==> config.mk <==
export PLATFORM = sky130hd
export DESIGN_NAME = aes128_rkey_gen
export DESIGN_NICKNAME = d
export VERILOG_FILES = /design/src/rtl/aes_kx_pkg.sv /design/src/rtl/kx_sbox.sv /design/src/rtl/kx_word_xform.sv /design/src/rtl/kx_round.sv /design/src/rtl/aes128_rkey_gen.sv
export SDC_FILE = /design/constraint.sdc
export NUM_CORES = 2
export LEC_CHECK = 0
export ABC_CLOCK_PERIOD_IN_PS = 24100
export BUFFER_PORTS_ARGS = -buffer_cell sky130_fd_sc_hd__buf_2
export CORE_UTILIZATION = 55
export CTS_CLUSTER_DIAMETER = 200
export DETAILED_ROUTE_END_ITERATION = 10
export PLACE_DENSITY = 0.76
export SLEW_MARGIN = 30
export SYNTH_ARGS = -nofsm -noshare
export SYNTH_HDL_FRONTEND = slang
export SYNTH_SLANG_ARGS = --single-unit
==> constraint.sdc <==
create_clock -name clk -period 24.1 [get_ports clk]
set_input_delay 0 -clock clk [delete_from_list [all_inputs] [get_ports clk]]
set_output_delay 0 -clock clk [all_outputs]
set_load 0.1 [all_outputs]
==> src/rtl/aes_kx_pkg.sv <==
package aes_kx_pkg;
  localparam int BYTE_W     = 8;
  localparam int WORD_BYTES = 4;
  localparam int WORD_W     = BYTE_W * WORD_BYTES;

  typedef logic [BYTE_W-1:0] kx_byte_t;
  typedef logic [WORD_W-1:0] kx_word_t;

  // multiply by x modulo x^8+x^4+x^3+x+1
  function automatic kx_byte_t gf_xtime(input kx_byte_t a);
    return {a[6:0], 1'b0} ^ (a[7] ? 8'h1b : 8'h00);
  endfunction

  function automatic kx_byte_t gf_mul(input kx_byte_t a, input kx_byte_t b);
    kx_byte_t acc;
    kx_byte_t sh;
    acc = '0;
    sh  = a;
    for (int i = 0; i < BYTE_W; i++) begin
      if (b[i]) acc = acc ^ sh;
      sh = gf_xtime(sh);
    end
    return acc;
  endfunction

  // a^254 by square-and-multiply; zero stays zero
  function automatic kx_byte_t gf_inv(input kx_byte_t a);
    kx_byte_t r;
    logic [7:0] ex;
    ex = 8'hfe;
    r  = 8'h01;
    for (int i = 7; i >= 0; i--) begin
      r = gf_mul(r, r);
      if (ex[i]) r = gf_mul(r, a);
    end
    return r;
  endfunction
endpackage

==> src/rtl/kx_sbox.sv <==
module kx_sbox
  import aes_kx_pkg::*;
(
  input  kx_byte_t din,
  output kx_byte_t dout
);
  kx_byte_t inv;

  always_comb begin
    inv  = gf_inv(din);
    dout = inv
         ^ {inv[6:0], inv[7]}
         ^ {inv[5:0], inv[7:6]}
         ^ {inv[4:0], inv[7:5]}
         ^ {inv[3:0], inv[7:4]}
         ^ 8'h63;
  end
endmodule

==> src/rtl/kx_word_xform.sv <==
module kx_word_xform
  import aes_kx_pkg::*;
#(
  parameter int NBYTES = WORD_BYTES
) (
  input  logic [NBYTES*BYTE_W-1:0] w_in,
  input  kx_byte_t                 rcon,
  output logic [NBYTES*BYTE_W-1:0] w_out
);
  localparam int WW = NBYTES * BYTE_W;

  logic [WW-1:0] rotw;
  logic [WW-1:0] subw;

  assign rotw = {w_in[WW-BYTE_W-1:0], w_in[WW-1 -: BYTE_W]};

  for (genvar b = 0; b < NBYTES; b++) begin : g_sub
    kx_sbox u_sbox (
      .din  (rotw[b*BYTE_W +: BYTE_W]),
      .dout (subw[b*BYTE_W +: BYTE_W])
    );
  end

  assign w_out = subw ^ {rcon, {(WW-BYTE_W){1'b0}}};
endmodule

==> src/rtl/kx_round.sv <==
module kx_round
  import aes_kx_pkg::*;
#(
  parameter int NWORDS = 4
) (
  input  logic [NWORDS*WORD_W-1:0] key_in,
  input  kx_word_t                 t_word,
  output logic [NWORDS*WORD_W-1:0] key_out
);
  localparam int KW = NWORDS * WORD_W;

  kx_word_t nw [NWORDS];

  for (genvar i = 0; i < NWORDS; i++) begin : g_chain
    if (i == 0) begin : g_first
      assign nw[i] = key_in[KW-1 -: WORD_W] ^ t_word;
    end else begin : g_rest
      assign nw[i] = key_in[KW-1-i*WORD_W -: WORD_W] ^ nw[i-1];
    end
    assign key_out[KW-1-i*WORD_W -: WORD_W] = nw[i];
  end
endmodule

==> src/rtl/aes128_rkey_gen.sv <==
module aes128_rkey_gen
  import aes_kx_pkg::*;
#(
  parameter int NWORDS  = 4,
  parameter int NROUNDS = 10,
  localparam int KW     = NWORDS * WORD_W,
  localparam int IDX_W  = $clog2(NROUNDS + 1)
) (
  input  logic             clk,
  input  logic             rst,
  input  logic             load_i,
  input  logic [KW-1:0]    key_i,
  input  logic             step_i,
  output logic [KW-1:0]    rkey_o,
  output logic [IDX_W-1:0] rnd_o
);
  localparam logic [IDX_W-1:0] LAST_IDX = IDX_W'(NROUNDS);

  logic [KW-1:0]    key_q;
  logic [IDX_W-1:0] idx_q;
  kx_byte_t         rcon_q;
  kx_word_t         t_word;
  logic [KW-1:0]    key_nxt;
  logic             adv;

  kx_word_xform #(.NBYTES(WORD_BYTES)) u_xform (
    .w_in  (key_q[WORD_W-1:0]),
    .rcon  (rcon_q),
    .w_out (t_word)
  );

  kx_round #(.NWORDS(NWORDS)) u_round (
    .key_in  (key_q),
    .t_word  (t_word),
    .key_out (key_nxt)
  );

  assign adv = step_i && (idx_q != LAST_IDX);

  always_ff @(posedge clk) begin
    if (rst) begin
      key_q  <= '0;
      idx_q  <= '0;
      rcon_q <= 8'h01;
    end else if (load_i) begin
      key_q  <= key_i;
      idx_q  <= '0;
      rcon_q <= 8'h01;
    end else if (adv) begin
      key_q  <= key_nxt;
      idx_q  <= idx_q + 1'b1;
      rcon_q <= gf_xtime(rcon_q);
    end
  end

  assign rkey_o = key_q;
  assign rnd_o  = idx_q;
endmodule

* After elaboration in Yosys (flattened, before gate mapping)
Cells that the tools add are included.
** Operators by class
- Equality and inequality tests :: 1
- Bitwise logic cells :: 782
- $add $sub $neg :: 1
- Reductions and logical operators :: 3
- Multiplexer cells :: 815
** Operators by type and width (number)
- 8-bit two-way mux :: 420
- 8-bit bitwise XOR :: 380
- 8-bit by 5-bit bitwise XOR with 8-bit output :: 365
- 5-bit two-way mux :: 369
- 128-bit two-way mux :: 2
- 32-bit bitwise XOR :: 5
- 7-bit two-way mux :: 4
- 1-bit inverter, first input constant :: 28
- 6-bit two-way mux :: 4
- 4-bit two-way mux :: 4
- 4-bit inverter :: 4
- 3-bit two-way mux :: 4
- 2-bit two-way mux :: 4
- 4-bit by 1-bit adder with 4-bit output, second input constant :: 1
- 1-bit two-way mux :: 4
- 4-bit inequality test, second input constant :: 1
- 2-bit nonzero test :: 1
- 2-bit OR reduction :: 1
- 1-bit logical AND :: 1
** Storage, ports and cells
- Bits of input ports :: 132
- Output and inout port bits :: 132
- Flip-flop bits (word level) :: 140

* Depth between registers and ports, before layout
- Word-level depth :: 228
- Mapped depth :: 94
- Gate-level depth less buffers :: 84

* By module
A second synthesis with hierarchy kept.
** Second synthesis, totals
- Cells, all modules :: 8171
- Area, all modules :: 67908.9 um^2
** By module, submodules not included
- kx_sbox :: instances 4, cells an instance 1801, area an instance 14800.4 um^2, sequential area each 0.0 um^2
- aes128_rkey_gen :: instances 1, cells an instance 799, area an instance 6555.0 um^2, sequential area each 2802.7 um^2
- kx_round :: instances 1, cells an instance 160, area an instance 2082.0 um^2, sequential area each 0.0 um^2
- kx_word_xform :: instances 1, cells an instance 8, area an instance 70.1 um^2, sequential area each 0.0 um^2

* Worst setup path before layout
No wires, ideal clock.
- Path kind :: reg2reg
- Start point :: reg key_q[31] (netlist: rkey_o[31])
- End point :: reg key_q[66] (netlist: rkey_o[66])
- Required time :: 23.970 ns
- Arrival time :: 23.257 ns
- Library setup time :: 0.130 ns
- Clock period less this slack :: 23.386 ns
- Path slack :: 0.714 ns
- Stages on the path, launching flop included :: 90
- Path through :: dfxtp_1 > ha_1 > buf_2 > xor3_1 > or3_1 > and2_1 > buf_4 > xnor3_2 > xor2_1 > nand2_1 > xnor3_2 > inv_4 > clkbuf_1 > ha_1 > xnor3_1 > xnor3_1 > a211o_1 > a31oi_1 > [... 54 more ...] > o22ai_1 > a211oi_1 > o22ai_1 > xor2_1 > xnor3_1 > xor2_1 > clkbuf_1 > ha_1 > xor3_1 > mux2i_1 > xor2_2 > xor2_4 > xor2_2 > xnor3_1 > xor2_1 > o21a_1 > o21ai_1 > a21oi_1
** Between the ends
- Cells in the longest elaborated chain, start to end :: 211
** Ends and longest elaborated chain
- start: declaration :: RTL line aes128_rkey_gen.sv:19 : logic [KW-1:0] key_q;
- start signal: assignment :: RTL line aes128_rkey_gen.sv:46 : key_q <= key_i;
- start signal: assignment :: RTL line aes128_rkey_gen.sv:50 : key_q <= key_nxt;
- 8-bit two-way mux :: RTL line aes_kx_pkg.sv:20 : if (b[i]) acc = acc ^ sh;
- 5-bit two-way mux / 8-bit two-way mux (equally long branches) :: RTL line aes_kx_pkg.sv:11, aes_kx_pkg.sv:20
- 8-bit by 5-bit bitwise XOR with 8-bit output / 8-bit bitwise XOR (equally long branches) :: RTL line aes_kx_pkg.sv:11, aes_kx_pkg.sv:20
- 8-bit bitwise XOR / 8-bit two-way mux (equally long branches) :: RTL line aes_kx_pkg.sv:20
- 8-bit two-way mux / 8-bit bitwise XOR (equally long branches) :: RTL line aes_kx_pkg.sv:20
- 8-bit bitwise XOR / 8-bit two-way mux (equally long branches) :: RTL line aes_kx_pkg.sv:20
- 8-bit two-way mux / 8-bit bitwise XOR (equally long branches) :: RTL line aes_kx_pkg.sv:20
- 8-bit bitwise XOR / 8-bit two-way mux (equally long branches) :: RTL line aes_kx_pkg.sv:20
- [... 195 more ...]
- 8-bit bitwise XOR :: RTL line kx_sbox.sv:13 : ^ {inv[5:0], inv[7:6]}
- 8-bit bitwise XOR :: RTL line kx_sbox.sv:14 : ^ {inv[4:0], inv[7:5]}
- 8-bit bitwise XOR * :: RTL line kx_sbox.sv:15 : ^ {inv[3:0], inv[7:4]}
- 32-bit bitwise XOR * :: RTL line kx_word_xform.sv:24 : assign w_out = subw ^ {rcon, {(WW-BYTE_W){1'b0}}};
- 32-bit bitwise XOR * :: RTL line kx_round.sv:16 : assign nw[i] = key_in[KW-1 -: WORD_W] ^ t_word;
- 32-bit bitwise XOR * :: RTL line kx_round.sv:18 : assign nw[i] = key_in[KW-1-i*WORD_W -: WORD_W] ^ nw[i-1];
- 128-bit two-way mux * :: RTL line aes128_rkey_gen.sv:49 : end else if (adv) begin
- 128-bit two-way mux * :: RTL line aes128_rkey_gen.sv:45 : end else if (load_i) begin
Every way passes the cells marked *; elsewhere a longest branch is shown, timed or not. The select of a mux whose other input is x is not followed.
A chain may end at the register's enable or synchronous reset.

* Final worst setup path
- Start point :: reg key_q[23] (netlist: rkey_o[23])
- End point :: reg key_q[24] (netlist: rkey_o[24])
** Between the ends
- Cells in the longest elaborated chain, start to end :: 214
** Ends and longest elaborated chain (RTL line)
- 8-bit two-way mux :: aes_kx_pkg.sv:20
- 5-bit two-way mux / 8-bit two-way mux (equally long branches) :: aes_kx_pkg.sv:11, aes_kx_pkg.sv:20
- 8-bit by 5-bit bitwise XOR with 8-bit output / 8-bit bitwise XOR (equally long branches) :: aes_kx_pkg.sv:11, aes_kx_pkg.sv:20
- 8-bit bitwise XOR / 8-bit two-way mux (equally long branches) :: aes_kx_pkg.sv:20
- 8-bit two-way mux / 8-bit bitwise XOR (equally long branches) :: aes_kx_pkg.sv:20
- 8-bit bitwise XOR / 8-bit two-way mux (equally long branches) :: aes_kx_pkg.sv:20
- 8-bit two-way mux / 8-bit bitwise XOR (equally long branches) :: aes_kx_pkg.sv:20
- 8-bit bitwise XOR / 8-bit two-way mux (equally long branches) :: aes_kx_pkg.sv:20
- [... 196 more ...]
- 8-bit bitwise XOR :: kx_sbox.sv:14
- 8-bit bitwise XOR * :: kx_sbox.sv:15
- 4-bit inverter (no line) *
- 32-bit bitwise XOR * :: kx_word_xform.sv:24
- 32-bit bitwise XOR * :: kx_round.sv:16
- 32-bit bitwise XOR * (3 in series) :: kx_round.sv:18
- 128-bit two-way mux * :: aes128_rkey_gen.sv:49
- 128-bit two-way mux * :: aes128_rkey_gen.sv:45
Marks and branches as above.

==> metrics.md <==
| Metric | Value |
|---|---|
| Outcome | `complete, no violations` |
| Die width | `348 µm` |
| Final Non-Filler Cells | `10000` |
| Reg2Reg Capture Point | `rkey_o[24]$_SDFFE_PP0P_` |
| Post-Synth Simple-Gate Area | `0.181` |
| DRC | `0` |
| WP data required | `24510 ps` |
| First-pass GRT wire length | `352000 µm` |
| Fraction of the mapped netlist area in adder cells | `0.00570` |
| Yosys reg bits | `140` |
| DP HPWL | `167000 µm` |
| Worst reg2reg path startpoint | `rkey_o[23]$_SDFFE_PP0P_` |
| Fillers | `10300` |
| Synth Area in Compound Gates | `0.172` |
| Fin crit share | `0.962` |
| Final Critical Period | `23180 ps` |
| Sequential-to-total area share from yosys stat | `0.0425` |
| CTS tree | `yes` |
| Die height | `348 µm` |
| Initial core utilization | `0.557` |
| Largest family of logic cells by synthesized area | `XOR/XNOR gates` |
| DRT iter0 DRCs | `7806` |
| Worst EP arrival | `23590 ps` |
| Pre-Repair DR Iteration Count | `8` |
| Pins Over Slew Limit | `0` |
| Core Region | `0.118 mm²` |
| I/O pin cnt | `264` |
| Worst hold endpoint | `rkey_o[107]$_SDFFE_PP0P_` |
| Commonest register cell after synthesis | `dfxtp_1` |
| Synth cell types | `131` |
| Ys Warns | `0` |
| Synth async-reset ratio | `0` |
| Initial antenna violation count | `7` |
| Crit path launch | `rkey_o[23]$_SDFFE_PP0P_` |
| Root buffer cell | `clkbuf_16` |
| Vias in the first global route | `60300` |
| Via Count | `63600` |
| Reg clk slew, reported paths | `90 ps` |
| Placed Cells incl. Taps | `9852` |
| Clk buf depth | `2` |
| Finish-stage setup viols | `0` |
| Max_cap viols | `0` |
| Slowest CP cell | `xor3_2` |
| Crit-path max cell delay | `720 ps` |
| WHS Path Cells | `3` |
| Post-synthesis net count | `8314` |
| Largest net degree at the start of global routing | `138` |
| Reg2Reg Setup Slack | `920 ps` |
| Critical path class | `flop to flop` |
| Met2 global-route usage | `0.570` |
| Relative slew slack | `0.308` |
| Average size of a mapped cell | `8.08 µm²` |
| # port buffers | `263` |
| Fmax | `0.0431 GHz` |
| Cells after synthesis | `8152` |
| GPL Wtd Cong | `0.994` |
| Hold Path Class | `input pin to flop` |
| Via-to-Cell Ratio | `6.33` |
| Clk sinks | `140` |
| Row count | `126` |
| Clock Latency Late Sink | `560 ps` |
| GR Layer Usage met3 | `0.0718` |
| Met1 GRT Util | `0.485` |
| CTS H-tree lvls | `4` |
| Drt wl/cell | `23.0 µm` |
| Grt ovf | `0` |
| Layout Nets | `8594` |
| Largest fanout on the critical path | `46` |
| Mapped Area | `0.0659 mm²` |
| Layout cells sized above 1 | `0.144` |
| GRT Total Usage | `0.365` |
| Total Wirelength | `231000 µm` |
| Hold Path Origin | `rst` |
| Fraction of synthesized area in multiplexers | `0.0401` |
| Worst Max-Slew Pin Slew | `1030 ps` |
| Routed Antenna Nets | `0` |
| Synth Area in XOR/XNOR | `0.511` |
| Die area | `0.121 mm²` |
| CP Launch Type | `flop` |
| Most frequent CP cell | `xnor2_1` |
| Gr busiest metal | `met2` |
| CP endpoint kind | `flop` |
| EDFF count, synth | `0` |
| Clock skew | `28.7 ps` |
| R2R cell count | `79` |
| TritonCTS buffer count | `17` |
| Final hold vios | `0` |
| Area Growth Syn to Fin | `9.98%` |
how the worst max path moves through the flow:
stage / end / slack, ps
4_1_cts: rkey_o[3]$_SDFFE_PP0P_ / 150
5_1_grt: rkey_o[6]$_SDFFE_PP0P_ / -140
2_1_floorplan: rkey_o[66]$_SDFFE_PP0P_ / 710
3_3_place_gp: rkey_o[7]$_SDFFE_PP0P_ / 790
3_5_place_dp: rkey_o[7]$_SDFFE_PP0P_ / 240
6_report: rkey_o[24]$_SDFFE_PP0P_ / 920
layer usage:
layer / part of all wire / wire, µm
met2: 0.44 / 102000
met5: 0.00036 / 84
met4: 0.049 / 11400
met1: 0.40 / 91900
met3: 0.11 / 25500
layout by cell type, fill, tap and decap left out, types with 28 or more instances in the layout:
master | netlist | routed
nand4_1 | 34 | 34
inv_1 | 97 | 95
nor2b_1 | 61 | 61
xor3_1 | 81 | 80
dfxtp_1 | 140 | 108
o22ai_1 | 55 | 55
or3_1 | 45 | 45
and3_1 | 46 | 46
o221ai_1 | 31 | 31
ha_1 | 30 | 29
a22oi_1 | 97 | 97
dlygate4sd3_1 | 0 | 123
xnor3_1 | 484 | 472
nand2b_1 | 63 | 62
mux2i_1 | 211 | 211
o21ai_1 | 50 | 51
o211ai_1 | 72 | 72
xor2_2 | 50 | 52
nor4_1 | 39 | 39
nor2_1 | 785 | 779
a311oi_1 | 28 | 28
mux2_2 | 35 | 35
a211oi_1 | 73 | 72
nand3_1 | 137 | 137
nand2_1 | 1080 | 1077
o21a_1 | 31 | 31
a31oi_1 | 35 | 35
nor3_1 | 177 | 177
and2_1 | 78 | 77
xor2_1 | 539 | 531
xnor2_1 | 1400 | 1373
buf_4 | 39 | 428
buf_2 | 149 | 263
o21ai_0 | 281 | 279
xnor2_2 | 110 | 122
a21oi_1 | 420 | 418
a221oi_1 | 34 | 33
xnor3_2 | 28 | 40
a222oi_1 | 41 | 41
worst max-delay path: cells and delay by family, from the launching register on:
kind | cells | cell delay (ps)
compound gates | 11 | 2440
xor+xnor | 40 | 13150
fa+ha+maj | 5 | 1880
buf+inv | 10 | 2090
flops | 1 | 410
mux | 4 | 1020
simple gates | 9 | 1900
area by class of cell:
cell class | instances | area [µm²] | area share
Antenna cell | 1 | 2.50 | 0.0000345
Clock buffer | 19 | 453 | 0.00625
Clock inverter | 13 | 175 | 0.00242
Inverter | 132 | 508 | 0.00701
Multi-Input combinational cell | 7317 | 60500 | 0.835
Sequential cell | 140 | 2860 | 0.0395
Tap cell | 1600 | 2000 | 0.0276
Timing Repair Buffer | 824 | 5940 | 0.0819
repair_timing:
item	4_1_cts	5_1_grt
setup buffers	0	38
hold buffers	122	1
setup endpoints to repair	0	126
endpoints found under the hold margin	124	1
resized for setup	0	91
through the flow:
stage	cell area, µm²	TNS [ps]	util	hold WS (ps)	setup WS [ps]
after floorplan	65900	0	-	144	714
after global placement	69700	0	0.589	228	792
after detailed placement	69700	0	0.589	241	239
after CTS	71600	0	0.604	10.7	149
after global routing	72500	-818	0.612	29.2	-138
final	72500	0	0.612	36.1	918
logic make-up after synthesis:
| family | count (synthesis) |
|---|---|
| xor+xnor | 2714 |
| simple gates | 2681 |
| compound gates | 1637 |
| buf+inv | 695 |
| mux | 255 |
| flops | 140 |
| fa+ha+maj | 30 |
cells in the mapped netlist, drive strengths merged, types with 90 or more instances:
library cell	instances	area (µm²)
xnor2	1519	14300
nand2	1083	4070
nor2	797	3030
xor2	593	5640
xnor3	512	11600
a21oi	430	2190
o21ai	332	1670
clkbuf	295	1110
buf	268	1530
mux2i	211	2110
nor3	179	906
dfxtp	140	2800
nand3	137	686
inv	121	457
a22oi	97	728
xor3	90	2150
state kept, by name, indices dropped and copies added, names as in the netlist:
name	cells
rnd_o	4
rcon_q	8
rkey_o	128
Power is left out: the tool's default activity adds up to more than one toggle a clock period on the data nets, which glitch-free logic cannot reach.
